**src/rtl/ts_pkg.sv**
```systemverilog
package ts_pkg;

  typedef enum logic [2:0] {
    OP_NONE    = 3'd0,
    OP_APPLY   = 3'd1,
    OP_RETEST  = 3'd2,
    OP_REPORT  = 3'd3,
    OP_DISABLE = 3'd4,
    OP_SNIPPET = 3'd5
  } ts_op_e;

  typedef enum logic [2:0] {
    ST_IDLE,
    ST_FETCH,
    ST_LATCH,
    ST_ISSUE,
    ST_WAIT,
    ST_DONE,
    ST_EVAL
  } ts_state_e;

  // what the pending command was, decides the step after the wait
  typedef enum logic [2:0] {
    K_APPLY,
    K_FULL,
    K_DIAG,
    K_RETEST,
    K_RECHECK,
    K_DISABLE
  } ts_kind_e;

endpackage

```
**src/rtl/ts_cmd_reg.sv**
```systemverilog
module ts_cmd_reg #(
  parameter int FIELD_W = 4,
  parameter int DATA_W  = 16,
  localparam int CMD_W  = 3 + 3*FIELD_W + DATA_W
) (
  input  logic               clk,
  input  logic               rst,
  input  logic               issue,
  input  ts_pkg::ts_op_e     op,
  input  logic [FIELD_W-1:0] grp,
  input  logic [FIELD_W-1:0] clu,
  input  logic [FIELD_W-1:0] core,
  input  logic [DATA_W-1:0]  data,
  output logic               cmd_valid,
  output logic [CMD_W-1:0]   cmd_word
);
  always_ff @(posedge clk) begin
    if (rst) begin
      cmd_valid <= 1'b0;
      cmd_word  <= '0;
    end else begin
      cmd_valid <= issue;
      if (issue) begin
        cmd_word <= {op, grp, clu, core, data};
      end
    end
  end
endmodule

```
**config.mk**
```make
export PLATFORM = sky130hd
export DESIGN_NAME = ts_cmd_reg
export DESIGN_NICKNAME = d
export VERILOG_FILES = /design/src/rtl/ts_pkg.sv /design/src/rtl/ts_cmd_reg.sv
export SDC_FILE = /design/constraint.sdc
export NUM_CORES = 1
export LEC_CHECK = 0
export BUFFER_PORTS_ARGS = -buffer_cell sky130_fd_sc_hd__buf_2
export CELL_PAD_IN_SITES_DETAIL_PLACEMENT = 1
export CELL_PAD_IN_SITES_GLOBAL_PLACEMENT = 1
export CORE_UTILIZATION = 31
export DETAILED_ROUTE_END_ITERATION = 10
export GPL_TIMING_DRIVEN = 0
export PLACE_DENSITY = 0.84
export SLEW_MARGIN = 10
export SYNTH_ARGS = -nofsm -noshare
export SYNTH_HDL_FRONTEND = slang
export SYNTH_SLANG_ARGS = --single-unit
```
**constraint.sdc**
```tcl
create_clock -name clk -period 0.8 [get_ports clk]
set_input_delay 0.12 -clock clk [delete_from_list [all_inputs] [get_ports clk]]
set_output_delay 0.12 -clock clk [all_outputs]
set_load 0.005 [all_outputs]
```
==> results.sh, run 1 <==
export IMPL_dr_wl_met3_microns=257
export IMPL_grt_max_degree=11
export IMPL_slew_viol_final=0
export IMPL_insertion_delay_ns=0.27
export IMPL_startpoint="cmd_word[16]"
export IMPL_skew_ns=0
export IMPL_syn_instance_count=102
export IMPL_r2r_cells=3
export IMPL_start_util=0.334
export IMPL_fp_row_count=21
export IMPL_final_cell_mix="57 x buf_2, 32 x dfxtp_2, 31 x mux2i_1, 31 x nor2_1, 9 x buf_6"
export IMPL_dpl_hpwl_microns=2170
export IMPL_wirelength_microns=2820
export IMPL_dr_pass1_iters=3
export IMPL_worstPathCellList="buf_2"
export IMPL_track_usage=0.147
export IMPL_synth_avg_cell_area_sq_um=11.3
export IMPL_syn_nets=136
export IMPL_final_common_cell="buf_2"
export IMPL_grt_pass1_wl_microns=4460
export IMPL_grt_ovfl_total=0
export IMPL_route_met2_wl_microns=1510
export IMPL_gp_routability_congestion=0.663
export IMPL_clock_path_buffers=2
export IMPL_wl_per_cell_microns=12.7
export IMPL_hold_buffers=0
export IMPL_drive_above_1_share=0.621
export IMPL_ios=66
export IMPL_cts_buffers=5
export IMPL_hp_start="rst"
export IMPL_vias_per_cell=4.39
export IMPL_layout_setup_ws_ns=-0.0319
export IMPL_crit_family="flip-flops"
export IMPL_finalCriticalPeriod_ns=0.832
export IMPL_status="finished with violations"
export IMPL_root_buffer="clkbuf_8"
export IMPL_end_kind="primary output"
export IMPL_cp_slowest_stage_delay_ns=0.32
export IMPL_path_class="flop to primary output"
export IMPL_min_to="cmd_word[28]"
export IMPL_die_h_microns=63.1
export IMPL_antenna_cells=0
export IMPL_reg2reg_to="cmd_word[13]"
export IMPL_m1WireLength_microns=1020
export IMPL_drt_iter0_drc=20
export IMPL_place_area_sq_um=1540
export IMPL_fin_area_sq_um=1740
export IMPL_setup_viol=32
export IMPL_p_leak_nw=0.915
export IMPL_violations="setup timing"
export IMPL_worstPathArrival_ns=0.71
export IMPL_slew_headroom=0.697
export IMPL_critPathMaxFanout=2
export IMPL_powerDensity_nw_per_um2=1990
export IMPL_regToRegStartpoint="cmd_word[13]"
export IMPL_fin_nets=210
export IMPL_dieWidth_microns=63.1
export IMPL_slowest_stage="dfxtp_2"
export IMPL_core_area_sq_um=3470
export IMPL_fin_setup_tns_ns=-0.702
export IMPL_yosysWarningCount=0
export IMPL_ir_worst_vdd_v=0.000948
export IMPL_critical_path_buf_inv_count=1
export IMPL_grt_pass1_vias=1057
export IMPL_synth_area_sq_um=1160
export IMPL_io_buffers=64
export IMPL_cts_max_level=2
export IMPL_worstHoldPathType="input pin to flop"
export IMPL_top_layer_used="met4"
export IMPL_die_area_sq_um=3980
export IMPL_p_total_mw=3.45
export IMPL_fmax_ghz=1.20
export IMPL_synth_cell_type_count=8
export IMPL_tightest_slew_ns=0.455
export IMPL_r2r_setup_slack_ns=0.03
export IMPL_postRouteAntennaNets=0
export IMPL_cp_data_required_time_ns=0.68
export IMPL_cts_sinks=32
export IMPL_post_route_period_util=1.04
export IMPL_fill_cells=410
export IMPL_critPathLaunchType="flop"
export IMPL_placedCellCount=212
export IMPL_utilization=0.501
export IMPL_yosys_register_bits=32
export IMPL_antenna_found_initial=0
export IMPL_vias=979
export IMPL_layoutNonFillerInstCount=223
export IMPL_synth_seq_area_share=0.554
export IMPL_max_cap_violations=0
export IMPL_rsz0062_at_grt="yes"
export IMPL_area_delta_synth_final_pct=50.2
export IMPL_whs_path_depth=2
export IMPL_finalHoldViolCount=0
export IMPL_cts_tree="built"
export IMPL_drc_errors=0
export IMPL_clk_pin_slew_ns=0.06
## sequential cells by signal, summed over array words and instances (netlist names)
| name | cells |
|---|---|
| cmd_valid | 1 |
| cmd_word | 31 |
## what timing repair did
item,4_1_cts,5_1_grt
hold endpoints to repair,0,0
endpoints found under the setup margin,32,33
gates resized for setup,34,6
setup buffers,3,0
## where the power goes
part | total [mW] | switching [mW] | leakage [nW] | internal, mW
Sequential | 1.76 | 0.0500 | 0.275 | 1.71
Clock | 1.22 | 0.518 | 0.0455 | 0.700
Combinational | 0.476 | 0.197 | 0.594 | 0.279
Total | 3.45 | 0.765 | 0.915 | 2.69
## area by class of cell
type	instances	area, sq um	area share
clock buffer	8	90.1	0.0518
multi-input combinational	63	433	0.249
timing repair buffer	67	393	0.226
tap	46	57.6	0.0331
buffer	7	83.8	0.0482
sequential	32	681	0.392
## metrics by stage
stage / setup WS, ns / hold slack [ns]
6_report: -0.0319 / 0.0560
5_1_grt: -0.0663 / 0.0633
4_1_cts: -0.0400 / 0.0543
3_5_place_dp: -0.0869 / 0.353
3_3_place_gp: -0.0301 / 0.355
2_1_floorplan: 0.0873 / 0.192
## cell usage after synthesis
library cell | number | area share
dfxtp_1 | 32 | 0.55
nor2_1 | 31 | 0.10
mux2i_1 | 31 | 0.27
buf_6 | 1 | 0.0097
buf_2 | 1 | 0.0043
nor2b_1 | 1 | 0.0054
clkbuf_1 | 2 | 0.0065
buf_12 | 3 | 0.052
## cell families after synthesis
family                 count (synthesis)  share of synthesized area
flip-flops                            32                      0.554
AND/OR/NAND/NOR                       32                      0.106
multiplexers                          31                      0.268
buffers and inverters                  7                     0.0724
## per-layer routing
metal / vias up / global-route usage
li1: 480 / -
met2: 44 / 0.276
met5: - / 0
met4: 0 / 0.0610
met3: 5 / 0.0688
met1: 450 / 0.134
## how the worst max path moves through the flow
stage,cells after the start,endpoint
floorplan,4,cmd_word[10]
CTS,1,cmd_word[20]
finish,1,cmd_word[16]
global route,1,cmd_word[17]
global placement,3,cmd_word[11]
detailed placement,3,cmd_word[11]
Note: power is estimated with default switching activity, not from simulation.
==> run 2: changes to the inputs <==
--- a/config.mk
+++ b/config.mk
@@ -9,8 +9,10 @@
 export CELL_PAD_IN_SITES_DETAIL_PLACEMENT = 1
 export CELL_PAD_IN_SITES_GLOBAL_PLACEMENT = 1
 export CORE_UTILIZATION = 31
+export CTS_CLUSTER_DIAMETER = 100
 export DETAILED_ROUTE_END_ITERATION = 10
 export GPL_TIMING_DRIVEN = 0
+export MAX_ROUTING_LAYER = met4
 export PLACE_DENSITY = 0.84
 export SLEW_MARGIN = 10
 export SYNTH_ARGS = -nofsm -noshare
==> results.sh, run 2 (synthesis gave the netlist of run 1 again) <==
export IMPL_critical_path_buf_inv_count=1
export IMPL_track_usage=0.152
export IMPL_largest_reg_flops=31
export IMPL_p_leak_nw=0.915
export IMPL_status="finished with violations"
export IMPL_fin_nets=210
export IMPL_start_util=0.334
export IMPL_finalCriticalPeriod_ns=0.830
export IMPL_final_cell_mix="57 x buf_2, 32 x dfxtp_2, 31 x mux2i_1, 31 x nor2_1, 9 x buf_6"
export IMPL_cts_max_level=2
export IMPL_slew_viol_final=0
export IMPL_cts_tree="built"
export IMPL_grt_ovfl_total=0
export IMPL_layoutNonFillerInstCount=223
export IMPL_tightest_slew_ns=0.448
export IMPL_drive_above_1_share=0.621
export IMPL_r2r_cells=3
export IMPL_max_cap_violations=0
export IMPL_path_class="flop to primary output"
export IMPL_fmax_ghz=1.21
export IMPL_layout_setup_ws_ns=-0.0299
export IMPL_slew_headroom=0.701
export IMPL_whs_path_depth=2
export IMPL_grt_pass1_wl_microns=4470
export IMPL_grt_pass1_vias=1056
export IMPL_violations="setup timing"
export IMPL_vias=981
export IMPL_antenna_cells=0
export IMPL_wl_per_cell_microns=12.7
export IMPL_worst_path_stages=1
export IMPL_dpl_hpwl_microns=2170
export IMPL_slowest_stage="dfxtp_2"
export IMPL_placedCellCount=212
export IMPL_drt_iter0_drc=18
export IMPL_regMostFlops="cmd_word"
export IMPL_cts_sinks=32
export IMPL_gp_routability_congestion=0.669
export IMPL_dr_pass1_iters=3
export IMPL_dieWidth_microns=63.1
export IMPL_drc_errors=0
export IMPL_worstPathCellList="buf_2"
export IMPL_worstPathArrival_ns=0.71
export IMPL_antenna_found_initial=0
export IMPL_worstHoldPathType="input pin to flop"
export IMPL_finalHoldViolCount=0
export IMPL_postRouteAntennaNets=0
export IMPL_cts_buffers=5
export IMPL_fill_cells=410
export IMPL_fin_area_sq_um=1740
export IMPL_place_area_sq_um=1540
export IMPL_critPathMaxFanout=2
export IMPL_insertion_delay_ns=0.27
export IMPL_crit_family="flip-flops"
export IMPL_hold_buffers=0
export IMPL_die_area_sq_um=3980
export IMPL_area_delta_synth_final_pct=50.2
export IMPL_vias_per_cell=4.40
export IMPL_final_common_cell="buf_2"
export IMPL_cp_slowest_stage_delay_ns=0.32
export IMPL_ios=66
export IMPL_clock_path_buffers=2
export IMPL_biggestRegsByFlops="cmd_word (31), cmd_valid (1)"
export IMPL_die_h_microns=63.1
export IMPL_clk_pin_slew_ns=0.06
export IMPL_wirelength_microns=2820
export IMPL_skew_ns=0
export IMPL_powerDensity_nw_per_um2=1980
export IMPL_io_buffers=64
export IMPL_grt_max_degree=11
export IMPL_setup_viol=32
export IMPL_core_area_sq_um=3470
export IMPL_fin_hold_ws_ns=0.0572
export IMPL_ir_worst_vdd_v=0.000949
export IMPL_fin_setup_tns_ns=-0.660
export IMPL_critPathLaunchType="flop"
export IMPL_fp_row_count=21
export IMPL_post_route_period_util=1.04
export IMPL_cp_data_required_time_ns=0.68
export IMPL_end_kind="primary output"
export IMPL_rsz0062_at_grt="yes"
export IMPL_root_buffer="clkbuf_8"
## run 2: cell counts in the layout (fill, tap and decap cells not counted)
No cell type changed its count.
## run 2: area by class of cell
| cell class | count | area [sq um] | share of cell area |
|---|---|---|---|
| Sequential cell | 32 | 681 | 0.392 |
| Multi-Input combinational cell | 63 | 433 | 0.249 |
| Buffer | 7 | 83.8 | 0.0482 |
| Tap cell | 46 | 57.6 | 0.0331 |
| Timing Repair Buffer | 67 | 393 | 0.226 |
| Clock buffer | 8 | 90.1 | 0.0518 |
## run 2: layer usage
metal,vias to the layer above,share of wire,GRT usage
li1,480,-,-
met2,44,0.54,0.277
met1,453,0.36,0.134
met4,0,0.0074,0.0610
met5,-,0,-
met3,4,0.087,0.0707
## run 2: what timing repair did
item | in CTS | in global routing
pin swaps | 0 | 0
cloned | 0 | 0
gates resized for setup | 34 | 6
buffers inserted | 3 | 0
endpoints found under the setup margin | 32 | 33
## run 2: final timing paths
check,slack (ns),endpoint,startpoint
max,-0.03,cmd_word[16],cmd_word[16]
min,0.06,cmd_word[28],rst
max reg2reg,0.04,cmd_word[13],cmd_word[13]
min reg2reg,0.48,cmd_word[27],cmd_word[27]
## run 2: through the flow
| stage | power [mW] | util | setup WS, ns |
|---|---|---|---|
| after floorplan | 2.00 | - | 0.0873 |
| final | 3.45 | 0.501 | -0.0299 |
| after detailed placement | 2.21 | 0.443 | -0.0869 |
| after global placement | 2.18 | 0.443 | -0.0301 |
| after CTS | 3.48 | 0.492 | -0.0400 |
| after global routing | 3.64 | 0.501 | -0.0690 |
## run 2: power breakdown
group | switching [mW] | internal, mW | total [mW]
sequential | 0.0501 | 1.71 | 1.76
combinational | 0.197 | 0.279 | 0.475
clock | 0.516 | 0.700 | 1.22
total | 0.762 | 2.69 | 3.45
==> run 3: changes to the inputs <==
==> constraint.sdc (replaced) <==
create_clock -name clk -period 0.9 [get_ports clk]
set_input_delay 0.135 -clock clk [delete_from_list [all_inputs] [get_ports clk]]
set_output_delay 0.135 -clock clk [all_outputs]
set_load 0.005 [all_outputs]
==> results.sh, run 3 (synthesis gave the netlist of run 1 again) <==
export IMPL_critical_path_buf_inv_count=1
export IMPL_grt_max_degree=11
export IMPL_largest_reg_flops=31
export IMPL_slew_viol_final=0
export IMPL_drc_errors=0
export IMPL_drt_iter0_drc=8
export IMPL_critPathLaunchType="flop"
export IMPL_rsz0062_at_grt="no"
export IMPL_worstPathCellList="buf_2"
export IMPL_die_h_microns=63.1
export IMPL_end_kind="primary output"
export IMPL_fin_hold_ws_ns=0.0787
export IMPL_skew_ns=0
export IMPL_fin_nets=207
export IMPL_clock_path_buffers=2
export IMPL_critPathMaxFanout=2
export IMPL_crit_family="flip-flops"
export IMPL_die_area_sq_um=3980
export IMPL_path_class="flop to primary output"
export IMPL_worstHoldPathType="input pin to flop"
export IMPL_finalHoldViolCount=0
export IMPL_placedCellCount=212
export IMPL_status="complete, no violations"
export IMPL_max_cap_violations=0
export IMPL_grt_pass1_vias=1041
export IMPL_cp_slowest_stage_delay_ns=0.34
export IMPL_dieWidth_microns=63.1
export IMPL_fp_row_count=21
export IMPL_fill_cells=430
export IMPL_start_util=0.334
export IMPL_setup_viol=0
export IMPL_gp_routability_congestion=0.669
export IMPL_track_usage=0.147
export IMPL_p_total_mw=3.02
export IMPL_core_area_sq_um=3470
export IMPL_grt_pass1_wl_microns=4350
export IMPL_layoutNonFillerInstCount=220
export IMPL_fmax_ghz=1.17
export IMPL_cts_max_level=2
export IMPL_final_cell_mix="65 x buf_2, 31 x mux2i_1, 31 x nor2_1, 24 x dfxtp_1, 8 x dfxtp_2"
export IMPL_dpl_hpwl_microns=2170
export IMPL_root_buffer="clkbuf_8"
export IMPL_slowest_stage="dfxtp_1"
export IMPL_antenna_found_initial=0
export IMPL_powerDensity_nw_per_um2=1840
export IMPL_slew_headroom=0.713
export IMPL_cts_tree="built"
export IMPL_ir_worst_vdd_v=0.000825
export IMPL_vias_per_cell=4.36
export IMPL_cp_data_required_time_ns=0.76
export IMPL_cts_buffers=5
export IMPL_wirelength_microns=2650
export IMPL_cts_sinks=32
export IMPL_dr_pass1_iters=3
export IMPL_drive_above_1_share=0.477
export IMPL_post_route_period_util=0.950
export IMPL_final_common_cell="buf_2"
export IMPL_regMostFlops="cmd_word"
export IMPL_cts_setup_buffers=0
export IMPL_antenna_cells=0
export IMPL_postRouteAntennaNets=0
export IMPL_area_delta_synth_final_pct=41.3
export IMPL_ios=66
export IMPL_p_leak_nw=0.882
export IMPL_biggestRegsByFlops="cmd_word (31), cmd_valid (1)"
export IMPL_grt_ovfl_total=0
export IMPL_worstPathArrival_ns=0.72
export IMPL_fin_setup_tns_ns=0
export IMPL_tightest_slew_ns=0.431
export IMPL_vias=960
export IMPL_insertion_delay_ns=0.27
export IMPL_clk_pin_slew_ns=0.06
export IMPL_io_buffers=64
export IMPL_wl_per_cell_microns=12.0
export IMPL_finalCriticalPeriod_ns=0.855
## run 3: report_power, final
group          switching (mW)  leakage (nW)  internal (mW)  total [mW]
Sequential             0.0386         0.267           1.51        1.54
Clock                   0.463        0.0455          0.622        1.09
Combinational           0.170         0.569          0.216       0.386
Total                   0.671         0.882           2.34        3.02
## run 3: final timing paths
check | slack [ns] | depth (start not counted) | end | startpoint
setup / recovery | 0.05 | 1 | cmd_word[3] | cmd_word[3]
hold / removal | 0.08 | 2 | cmd_word[28] | rst
setup reg to reg | 0.26 | 2 | cmd_word[25] | cmd_word[25]
hold reg to reg | 0.49 | 2 | cmd_word[6] | cmd_word[6]
## run 3: final cells by class
cell class | instances | area [sq um] | area share
Buffer | 7 | 83.8 | 0.0513
Clock buffer | 8 | 90.1 | 0.0551
Multi-Input combinational cell | 63 | 433 | 0.265
Sequential cell | 32 | 651 | 0.398
Tap cell | 46 | 57.6 | 0.0352
Timing Repair Buffer | 64 | 320 | 0.196
## run 3: layer usage
metal | track usage | share of wire | vias up
li1 | - | - | 473
met1 | 0.129 | 0.37 | 439
met2 | 0.270 | 0.53 | 44
met3 | 0.0652 | 0.089 | 4
met4 | 0.0610 | 0.0079 | 0
met5 | - | 0 | -
## run 3: per-stage QoR
stage               area (sq um)  utilization  setup slack, ns
floorplan                   1160            -            0.172
global placement            1540        0.443           0.0549
detailed placement          1540        0.443         -0.00186
CTS                         1630        0.469           0.0230
global route                1640        0.472          0.00133
finish                      1640        0.472           0.0451
## run 3: what timing repair did
| action | CTS | global route |
|---|---|---|
| hold buffers | 0 | 0 |
| endpoints found under the setup margin | 0 | 8 |
| gates resized for setup | 0 | 8 |
| hold endpoints to repair | 0 | 0 |
